<file path="config.mk">
export PLATFORM = sky130hd
export DESIGN_NAME = clkcfg_seq
export DESIGN_NICKNAME = d
export VERILOG_FILES = /design/src/rtl/clkcfg_pkg.sv /design/src/rtl/clkcfg_shadow.sv /design/src/rtl/clkcfg_selsync.sv /design/src/rtl/clkcfg_classify.sv /design/src/rtl/clkcfg_seq.sv
export SDC_FILE = /design/constraint.sdc
export NUM_CORES = 1
export LEC_CHECK = 0
export CAP_MARGIN = 20
export CORE_ASPECT_RATIO = 2
export CORE_MARGIN = 8
export CORE_UTILIZATION = 60
export DETAILED_ROUTE_END_ITERATION = 7
export PLACE_DENSITY = 0.84
export SYNTH_ARGS = -nofsm -noshare
export SYNTH_HDL_FRONTEND = slang
export SYNTH_SLANG_ARGS = --single-unit
</file>
<file path="constraint.sdc">
create_clock -name clk -period 10.1 [get_ports clk]
set_input_delay 2.02 -clock clk [delete_from_list [all_inputs] [get_ports clk]]
set_output_delay 2.02 -clock clk [all_outputs]
set_load 0.005 [all_outputs]
</file>
<file path="src/rtl/clkcfg_pkg.sv">
package clkcfg_pkg;

    typedef enum logic [2:0] {
        ST_COPY    = 3'd0,
        ST_DECODE  = 3'd1,
        ST_CMDWAIT = 3'd2,
        ST_TUNE    = 3'd3,
        ST_CAL     = 3'd4,
        ST_ACTIVE  = 3'd5
    } seq_state_e;

    typedef enum logic [1:0] {
        OP_FREQ = 2'b00,
        OP_EXIT = 2'b01,
        OP_CTRL = 2'b10,
        OP_NONE = 2'b11
    } wr_op_e;

    localparam int CTRL_W     = 6;
    localparam int LOCK_LSB   = 0;
    localparam int XPAT_LSB   = 2;
    localparam int OEPOL_BIT  = 4;
    localparam int INTMODE_BIT = 5;

    // True for the two "mixed" codes 01 and 10
    function automatic logic is_mixed(input logic [1:0] code);
        return code[1] ^ code[0];
    endfunction

endpackage

</file>
<file path="src/rtl/clkcfg_shadow.sv">
module clkcfg_shadow #(
    parameter int FW   = 16,
    parameter int NSET = 4,
    localparam int NW  = NSET + 1,
    localparam int AW  = $clog2(NW)
) (
    input  logic                      clk,
    input  logic                      rst_n,
    output logic [AW-1:0]             fuse_addr,
    input  logic [FW-1:0]             fuse_rdata,
    input  logic                      ctrl_we,
    input  logic [clkcfg_pkg::CTRL_W-1:0] ctrl_wdata,
    output logic                      copy_done,
    output logic [clkcfg_pkg::CTRL_W-1:0] ctrl,
    output logic [NSET-1:0][FW-1:0]   set_words
);
    localparam logic [AW-1:0] LAST = AW'(NW - 1);

    logic [AW-1:0] addr_q;

    always_ff @(posedge clk or negedge rst_n) begin
        if (!rst_n) begin
            addr_q    <= '0;
            copy_done <= 1'b0;
            ctrl      <= '0;
            set_words <= '0;
        end else if (!copy_done) begin
            if (addr_q == '0) begin
                ctrl <= fuse_rdata[clkcfg_pkg::CTRL_W-1:0];
            end
            for (int i = 0; i < NSET; i++) begin
                if (addr_q == AW'(i + 1)) begin
                    set_words[i] <= fuse_rdata;
                end
            end
            if (addr_q == LAST) begin
                copy_done <= 1'b1;
            end else begin
                addr_q <= addr_q + 1'b1;
            end
        end else if (ctrl_we) begin
            ctrl <= ctrl_wdata;
        end
    end

    assign fuse_addr = addr_q;

endmodule

</file>
<file path="src/rtl/clkcfg_selsync.sv">
module clkcfg_selsync #(
    parameter int W = 2
) (
    input  logic         clk,
    input  logic         rst_n,
    input  logic [W-1:0] pin_in,
    output logic [W-1:0] sel_stable
);
    logic [W-1:0] meta_q, sync_q, prev_q;

    always_ff @(posedge clk or negedge rst_n) begin
        if (!rst_n) begin
            meta_q     <= '0;
            sync_q     <= '0;
            prev_q     <= '0;
            sel_stable <= '0;
        end else begin
            meta_q <= pin_in;
            sync_q <= meta_q;
            prev_q <= sync_q;
            if (sync_q == prev_q) begin
                sel_stable <= sync_q;
            end
        end
    end

endmodule

</file>
<file path="src/rtl/clkcfg_classify.sv">
module clkcfg_classify #(
    parameter int FW          = 16,
    parameter int SMALL_LIMIT = 40
) (
    input  logic [FW-1:0] cur_word,
    input  logic [FW-1:0] new_word,
    output logic          is_small
);
    logic [FW-1:0] delta;

    // Subtract the smaller from the larger so the result never wraps
    always_comb begin
        if (new_word >= cur_word) begin
            delta = new_word - cur_word;
        end else begin
            delta = cur_word - new_word;
        end
        is_small = ({1'b0, delta} <= (FW+1)'(SMALL_LIMIT));
    end

endmodule

</file>
<file path="src/rtl/clkcfg_seq.sv">
module clkcfg_seq #(
    parameter int FW          = 16,
    parameter int SMALL_LIMIT = 40,
    localparam int NSET       = 4,
    localparam int SW         = $clog2(NSET),
    localparam int AW         = $clog2(NSET + 1)
) (
    input  logic          clk,
    input  logic          rst_n,
    output logic [AW-1:0] fuse_addr,
    input  logic [FW-1:0] fuse_rdata,
    input  logic          wr_stb,
    input  logic [1:0]    wr_op,
    input  logic [FW-1:0] wr_data,
    input  logic [SW-1:0] sel_pins,
    input  logic          oe_pin,
    input  logic          cal_done,
    output logic          cal_start,
    output logic          clk_valid,
    output logic          out_en,
    output logic [FW-1:0] freq_word,
    output logic          small_ack,
    output logic          chg_reject,
    output logic          xtal_tune
);
    import clkcfg_pkg::*;

    seq_state_e state, next_state;

    logic                   copy_done;
    logic [CTRL_W-1:0]      ctrl;
    logic [NSET-1:0][FW-1:0] set_words;
    logic [SW-1:0]          sel_stable, sel_cur;
    logic                   is_small;
    logic                   ctrl_we;

    logic [1:0] lock_f, xpat_f;
    logic       oe_pol, int_mode;
    logic       sel_chg, freq_wr, small_ok, small_bad, large_wr, exit_cmd;

    clkcfg_shadow #(.FW(FW), .NSET(NSET)) u_shadow (
        .clk        (clk),
        .rst_n      (rst_n),
        .fuse_addr  (fuse_addr),
        .fuse_rdata (fuse_rdata),
        .ctrl_we    (ctrl_we),
        .ctrl_wdata (wr_data[CTRL_W-1:0]),
        .copy_done  (copy_done),
        .ctrl       (ctrl),
        .set_words  (set_words)
    );

    clkcfg_selsync #(.W(SW)) u_selsync (
        .clk        (clk),
        .rst_n      (rst_n),
        .pin_in     (sel_pins),
        .sel_stable (sel_stable)
    );

    clkcfg_classify #(.FW(FW), .SMALL_LIMIT(SMALL_LIMIT)) u_classify (
        .cur_word (freq_word),
        .new_word (wr_data),
        .is_small (is_small)
    );

    assign lock_f   = ctrl[LOCK_LSB +: 2];
    assign xpat_f   = ctrl[XPAT_LSB +: 2];
    assign oe_pol   = ctrl[OEPOL_BIT];
    assign int_mode = ctrl[INTMODE_BIT];

    // Event decode
    always_comb begin
        ctrl_we   = wr_stb && (wr_op == OP_CTRL) &&
                    ((state == ST_CMDWAIT) || (state == ST_TUNE));
        exit_cmd  = wr_stb && (wr_op == OP_EXIT) && (state == ST_CMDWAIT);
        sel_chg   = (state == ST_ACTIVE) && (sel_stable != sel_cur);
        freq_wr   = (state == ST_ACTIVE) && wr_stb && (wr_op == OP_FREQ) && !sel_chg;
        small_ok  = freq_wr && is_small && !int_mode;
        small_bad = freq_wr && is_small && int_mode;
        large_wr  = freq_wr && !is_small;
    end

    // Next-state logic
    always_comb begin
        next_state = state;
        unique case (state)
            ST_COPY:    if (copy_done) next_state = ST_DECODE;
            ST_DECODE:  next_state = is_mixed(lock_f) ? ST_CAL : ST_CMDWAIT;
            ST_CMDWAIT: begin
                if (is_mixed(xpat_f))  next_state = ST_TUNE;
                else if (exit_cmd)     next_state = ST_CAL;
            end
            ST_TUNE:    if (!is_mixed(xpat_f)) next_state = ST_CMDWAIT;
            ST_CAL:     if (cal_done) next_state = ST_ACTIVE;
            ST_ACTIVE:  if (sel_chg || large_wr) next_state = ST_CAL;
            default:    next_state = ST_COPY;
        endcase
    end

    // State register
    always_ff @(posedge clk or negedge rst_n) begin
        if (!rst_n) state <= ST_COPY;
        else        state <= next_state;
    end

    // Registered outputs
    always_ff @(posedge clk or negedge rst_n) begin
        if (!rst_n) begin
            cal_start  <= 1'b0;
            clk_valid  <= 1'b0;
            xtal_tune  <= 1'b0;
            small_ack  <= 1'b0;
            chg_reject <= 1'b0;
            freq_word  <= '0;
            sel_cur    <= '0;
        end else begin
            cal_start  <= (next_state == ST_CAL) && (state != ST_CAL);
            clk_valid  <= (next_state == ST_ACTIVE);
            xtal_tune  <= (next_state == ST_TUNE);
            small_ack  <= small_ok;
            chg_reject <= small_bad;
            if ((state == ST_DECODE) || sel_chg) begin
                freq_word <= set_words[sel_stable];
                sel_cur   <= sel_stable;
            end else if (small_ok || large_wr) begin
                freq_word <= wr_data;
            end
        end
    end

    assign out_en = clk_valid && (oe_pin == oe_pol);

endmodule

</file>
==> metrics.md, run 1 <==
| Metric | Value |
|---|---|
| Vias per cell | `6.305` |
| Yosys warnings | `0` |
| Setup TNS | `0 ns` |
| Antenna viol nets, final | `0` |
| DR vias | `4,823` |
| Antenna diodes | `0` |
| Sequential share of power | `30.1%` |
| Worst-margin pin slew | `0.9625 ns` |
| # clock sinks | `108` |
| Worst-Skew Late Latency | `0.34 ns` |
| CP Max Fanout | `16` |
| Hold crit path type | `flop to flop` |
| Syn Inst Count | `572` |
| Clock Skew | `0.009915 ns` |
| Most frequent cells in the layout | `dfrtp_1, mux2_2, clkdlybuf4s50_1` |
| DIE WIDTH | `89.19 µm` |
| Psw | `0.0007552 W` |
| Placed wire-length estimate | `13,920 µm` |
| Slew Viols, Final | `0` |
| Final hold vios | `0` |
| Power density over the cells | `251.7 nW/µm²` |
| Die area | `14,480 µm²` |
| Maximum VDD drop | `0.0002028 V` |
| Min Tclk post-route | `6.672 ns` |
| Most used flip-flop cell after synthesis | `dfrtp_1` |
| Number of max-cap violations | `0` |
| Final worst-path cycle share | `66.06%` |
| Hold buffer count at CTS | `0` |
| Most common cell after layout, fill and taps aside | `dfrtp_1` |
| Core Region | `10,480 µm²` |
| Logic pwr share | `50.7%` |
| Post-CTS resize count | `0` |
| DR DRC count | `0` |
| Share of cells above drive strength 1 | `19.75%` |
| Num CTS Buffers | `9` |
| Drt total wl | `18,340 µm` |
| Status | `finished clean` |
| Synth async-reset ratio | `100.0%` |
| Startpoint Class | `input port` |
| First-pass DRT Iterations | `5` |
| Total grt overflow | `0` |
| Fill count | `797` |
| Clk pwr share | `19.2%` |
| LEAKAGE | `3.191 nW` |
| RSZ-0062 raised after global routing | `no` |
| Critical Path Sink Type | `flop` |
| IO Port Bufs | `65` |
| Setup violators final | `0` |
| Avg Cell Area, Syn | `11.24 µm²` |
| Root Driver | `clkbuf_16` |
| Reg clk slew, reported paths | `0.07 ns` |
| Post-DR wirelength/cell | `23.98 µm` |
| Final Net Count | `700` |
| Int Pwr | `0.001117 W` |
| Critical path type | `input port to flop` |
| Largest net degree at the start of global routing | `73` |
| Initial drt markers | `231` |
| Vias in the first global route | `5,287` |
| Area Overhead vs Synth | `15.71%` |
| Synthesized area | `6427 µm²` |
| IO Count | `66` |
| Placer Congestion | `0.9692` |
| Gr usage total | `27.07%` |
| Starting density of the core | `61.34%` |
| Final Core Density | `70.98%` |
| CTS max path bufs | `2` |
| Netlist cell types | `64` |
| Worst Path Arrival | `6.93 ns` |
| Required time worst endpoint | `10.36 ns` |
| Register area share after synthesis | `42.05%` |
| CTS tree | `built` |
| CTS H-tree depth | `3` |
| Slew HR | `35.54%` |
| Sw frac | `40.34%` |
| Initial antenna violation count | `1` |
| First-pass GRT wire length | `28,870 µm` |
| EDFF count, synth | `0` |
| Setup Fix Bufs, Post-CTS | `0` |
| FF-to-FF setup slack | `5.23 ns` |
| Synthesized Nets | `649` |
| Rows | `53` |
| Chip height | `162.4 µm` |
| Hold WS | `0.3647 ns` |
| Pwr Total | `0.001872 W` |
| F_max | `149.9 MHz` |
| Synth Register Bits | `108` |
-- flip-flops by register name, indices dropped and copies added (netlist names), 2 cells and up --
register              cells
freq_word                16
sel_cur                   2
state                     3
u_selsync.meta_q          2
u_selsync.prev_q          2
u_selsync.sel_stable      2
u_selsync.sync_q          2
u_shadow.ctrl             6
u_shadow.fuse_addr        3
u_shadow.set_words       64
-- worst paths after layout --
check	start	endpoint	depth (start not counted)
worst min register to register	u_selsync.meta_q[0]	u_selsync.sync_q[0]	0
worst min-delay path	u_selsync.meta_q[0]	u_selsync.sync_q[0]	0
worst max register to register	freq_word[8]	freq_word[3]	11
worst max-delay path	wr_data[10]	freq_word[3]	13
max in group asynchronous	rst_n	u_shadow.set_words[25]	2
min in group asynchronous	rst_n	u_shadow.fuse_addr[2]	1
-- power groups by stage --
stage / registers [W] / logic, W / clock network, W
floorplan: 0.000545 / 0.000637 / 0
global placement: 0.000564 / 0.000920 / 0
detailed placement: 0.000569 / 0.000929 / 0
CTS: 0.000562 / 0.000937 / 0.000365
global route: 0.000570 / 0.00102 / 0.000378
finish: 0.000563 / 0.000949 / 0.000360
-- cells by family (layout without fill, tap and decap cells) --
| kind of cell | Yosys count | in the layout | share of synthesized area (%) |
|---|---|---|---|
| DFF | 108 | 108 | 42.05 |
| AOI/OAI and AO/OA | 135 | 135 | 15.24 |
| muxes | 96 | 96 | 19.35 |
| adders and majority gates | 36 | 36 | 7.008 |
| buffers and inverters | 70 | 126 | 4.750 |
| and+or+nand+nor | 106 | 106 | 8.741 |
| xor gates and xnor gates | 21 | 21 | 2.862 |
-- Yosys cell counts (6+ instances only) --
library cell	number	area (µm²)
dfrtp_1	108	2703
mux2_2	66	743.2
inv_1	42	157.7
ha_1	36	450.4
a21oi_1	32	160.2
nor2_1	27	101.4
o21ai_0	22	110.1
nand2_1	20	75.07
o22ai_1	18	112.6
mux4_2	16	360.4
xnor2_1	15	131.4
clkbuf_1	14	52.55
mux2i_1	14	140.1
a2bb2oi_2	10	150.1
nand4_1	9	56.30
nor2b_1	8	50.05
nand2b_1	7	43.79
nand3_1	7	35.03
a21o_1	6	45.04
a2bb2oi_1	6	52.55
buf_2	6	30.03
xor2_1	6	52.55
-- final cells by class --
type,instances,area (µm²),share of cell area [%]
multi-input combinational,394,3422,46.01
sequential,108,2703,36.34
timing repair buffer,68,670.6,9.017
clock buffer,12,256.5,3.449
tap,137,171.4,2.305
inverter,42,157.7,2.120
clock inverter,4,56.30,0.7571
-- critical path: stages --
cell	delay, ns
clkdlybuf4s50_1	0.53
inv_1	0.06
ha_1	0.58
nand4_1	0.42
nor4_1	0.53
o21ai_2	0.14
nand4_1	0.54
mux2i_1	0.37
o32a_1	0.23
o211ai_1	0.11
or3_4	0.44
or3_1	0.69
a2bb2oi_1	0.27
-- through the flow --
stage                     instances  setup WS [ns]  cell area [µm²]
final                           765          3.428             7437
after global routing            765          3.221             7437
after CTS                       765          3.522             7437
after detailed placement        749          3.180             7124
after global placement          749          3.280             7124
after floorplan                 572          5.062             6427
-- layer usage --
metal	vias to the layer above	part of all wire [%]	track usage, %
li1	2197	-	-
met1	2423	32	25.01
met2	137	58	50.47
met3	66	3.5	4.550
met4	0	6.3	18.76
met5	-	0	0
No activity file was read; power rests on OpenSTA's default activity.
==> run 2, diff against run 1 <==
CORE_UTILIZATION = 58   (was 60)
PLACE_DENSITY = 0.81   (was 0.84)
clock period = 6.7 ns   (was 10.1 ns; I/O delays follow)
==> metrics.md, run 2 (synthesized netlist as in run 1, its figures left out) <==
| Metric | Value |
|---|---|
| Placed wire-length estimate | `12,890 µm (-7.4%)` |
| Root Driver | `clkbuf_16` |
| DR vias | `4,767 (-1.2%)` |
| Final worst-path cycle share | `85.90%` |
| Final Core Density | `68.30% (-2.7 points)` |
| Number of flip-flops in the largest register | `64 (unchanged)` |
| Initial antenna violation count | `0 (-1)` |
| Area Overhead vs Synth | `15.59%` |
| Worst r2r dst | `freq_word[11]` |
| # clock sinks | `108 (unchanged)` |
| Status | `finished clean` |
| WP buf/inv | `2 (unchanged)` |
| DIE WIDTH | `90.44 µm (+1.4%)` |
| Vias in the first global route | `5,131 (-3.0%)` |
| CP Max Fanout | `16 (unchanged)` |
| Num CTS Buffers | `9 (unchanged)` |
| CTS tree | `built` |
| Worst-margin pin slew | `0.9818 ns (+0.01933 ns)` |
| Biggest regs | `u_shadow.set_words x64, freq_word x16, u_shadow.ctrl x6` |
| Number of max-cap violations | `0 (unchanged)` |
| Critical Path Sink Type | `flop` |
| Post-Place Worst Slack | `0.6428 ns (-2.537 ns)` |
| FF-to-FF setup slack | `2.08 ns (-3.15 ns)` |
| Clock Skew | `0.004648 ns (-0.005268 ns)` |
| DR DRC count | `0 (unchanged)` |
| Core Region | `10,880 µm² (+3.8%)` |
| IO Port Bufs | `65 (unchanged)` |
| Hold Crit Depth | `0 (unchanged)` |
| Setup violators final | `0 (unchanged)` |
| Chip height | `164.9 µm (+1.5%)` |
| Slew HR | `34.25% (-1.3 points)` |
| Register Area | `2703 µm² (unchanged)` |
| CP max-delay cell | `or3_1` |
| Largest net degree at the start of global routing | `68 (-6.8%)` |
| CP max stage delay | `0.68 ns (about the same)` |
| Power density over the cells | `373.7 nW/µm² (+48%)` |
| Fill count | `853 (+7.0%)` |
| Critical path type | `input port to flop` |
| Worst hold start | `u_selsync.meta_q[0]` |
| Post-DR wirelength/cell | `21.85 µm (-8.9%)` |
| Most frequent cells in the layout | `dfrtp_1, mux2_2, clkdlybuf4s50_1` |
| Worst Path Arrival | `6.02 ns (-0.91 ns)` |
| Vias per cell | `6.207 (-1.5%)` |
| Most common cell after layout, fill and taps aside | `dfrtp_1` |
| R2R cell count | `11 (unchanged)` |
| Post-CTS resize count | `0 (unchanged)` |
| Worst-Skew Late Latency | `0.34 ns (about the same)` |
| Starting density of the core | `59.09% (-2.3 points)` |
| Final Net Count | `700 (unchanged)` |
| Final hold vios | `0 (unchanged)` |
| Most flop-heavy register | `u_shadow.set_words` |
| Multi-input gate area in the final layout | `3422 µm² (unchanged)` |
| Final WS setup | `0.9448 ns (-2.483 ns)` |
| Setup TNS | `0 ns (unchanged)` |
| Die area | `14,910 µm² (+3.0%)` |
| Reg clk slew, reported paths | `0.07 ns (about the same)` |
| Gr usage total | `22.77% (-4.3 points)` |
| CTS H-tree depth | `3 (unchanged)` |
| First-pass GRT wire length | `26,630 µm (-7.7%)` |
| First-pass DRT Iterations | `4 (-1)` |
| Min-Delay Endpoint | `u_selsync.sync_q[0]` |
| Hold buffer count at CTS | `0 (unchanged)` |
| Critical-path cell list | `clkdlybuf4s50_1, inv_1, ha_1, a21oi_1, o211ai_1, o21ai_2, nand4_1, mux2i_1, o32a_1, o211ai_1, or3_4, or3_1, a2bb2oi_2` |
| Most used cell, CP | `o211ai_1` |
| Min Tclk post-route | `5.755 ns` |
| Hold WS | `0.3584 ns (-0.006245 ns)` |
| Antenna diodes | `0 (unchanged)` |
| Share of cells above drive strength 1 | `19.75% (unchanged)` |
| Maximum VDD drop | `0.0002362 V (+16%)` |
| IO Count | `66 (unchanged)` |
| Initial drt markers | `247 (+6.9%)` |
| RR Startpoint | `freq_word[11]` |
| CP delay by family, top | `simple AND/OR/NAND/NOR gates` |
| Drt total wl | `16,780 µm (-8.5%)` |
| RSZ-0062 raised after global routing | `no` |
| Setup Fix Bufs, Post-CTS | `0 (unchanged)` |
| Required time worst endpoint | `6.96 ns (-3.40 ns)` |
| Antenna viol nets, final | `0 (unchanged)` |
| Total grt overflow | `0 (unchanged)` |
| F_max | `173.8 MHz` |
| Hold crit path type | `flop to flop` |
| Slew Viols, Final | `0 (unchanged)` |
| Placer Congestion | `0.9913 (+2.3%)` |
| CTS max path bufs | `2 (unchanged)` |
| LEAKAGE | `3.179 nW (-0.35%)` |
| Pwr Total | `0.002776 W (+48%)` |
| Rows | `54 (+1.9%)` |
| Startpoint Class | `input port` |
==> run 2: stage by stage <==
stage / instance area, µm² / std cells
2_1_floorplan: 6427 / 572
3_3_place_gp: 7128 / 752
3_5_place_dp: 7128 / 752
4_1_cts: 7430 / 768
5_1_grt: 7430 / 768
6_report: 7430 / 768
==> run 2: layer usage <==
layer / share of wire (%) / track usage, %
met1: 35 / 21.32
met2: 57 / 45.02
met3: 2.6 / 2.367
met4: 5.0 / 15.41
met5: 0 / 0
==> run 2: worst reg2reg max path: cells and delay by family (launching register included) <==
kind            cells  cell delay (ns)
fa+ha+maj           1             0.45
simple gates        3             1.78
compound gates      6             1.44
flops               1             0.43
mux                 1             0.44
==> run 2: cell type report <==
type | instances | area share, %
tap | 140 | 2.358
multi-input combinational | 394 | 46.06
inverter | 42 | 2.122
timing repair buffer | 68 | 9.027
clock inverter | 5 | 0.7915
clock buffer | 11 | 3.267
sequential | 108 | 36.38
==> run 2: report_power, final <==
part	internal, W	switching (W)	total (W)	leakage (nW)
clock	0.000301	0.000226	0.000527	0.142
sequential	0.000741	0.000107	0.000847	1.26
combinational	0.000630	0.000772	0.00140	1.78
total	0.00167	0.00111	0.00278	3.18
==> run 2: worst max path at each step <==
| stage | start | end | slack [ns] | cells past startpoint |
|---|---|---|---|---|
| after floorplan | wr_data[11] | freq_word[10] | 2.34 | 14 |
| after global placement | wr_data[9] | freq_word[0] | 0.78 | 13 |
| after detailed placement | wr_data[11] | freq_word[4] | 0.64 | 13 |
| after CTS | wr_data[11] | freq_word[4] | 0.97 | 13 |
| after global routing | wr_data[11] | freq_word[1] | 0.60 | 13 |
| final | wr_data[11] | freq_word[11] | 0.94 | 13 |
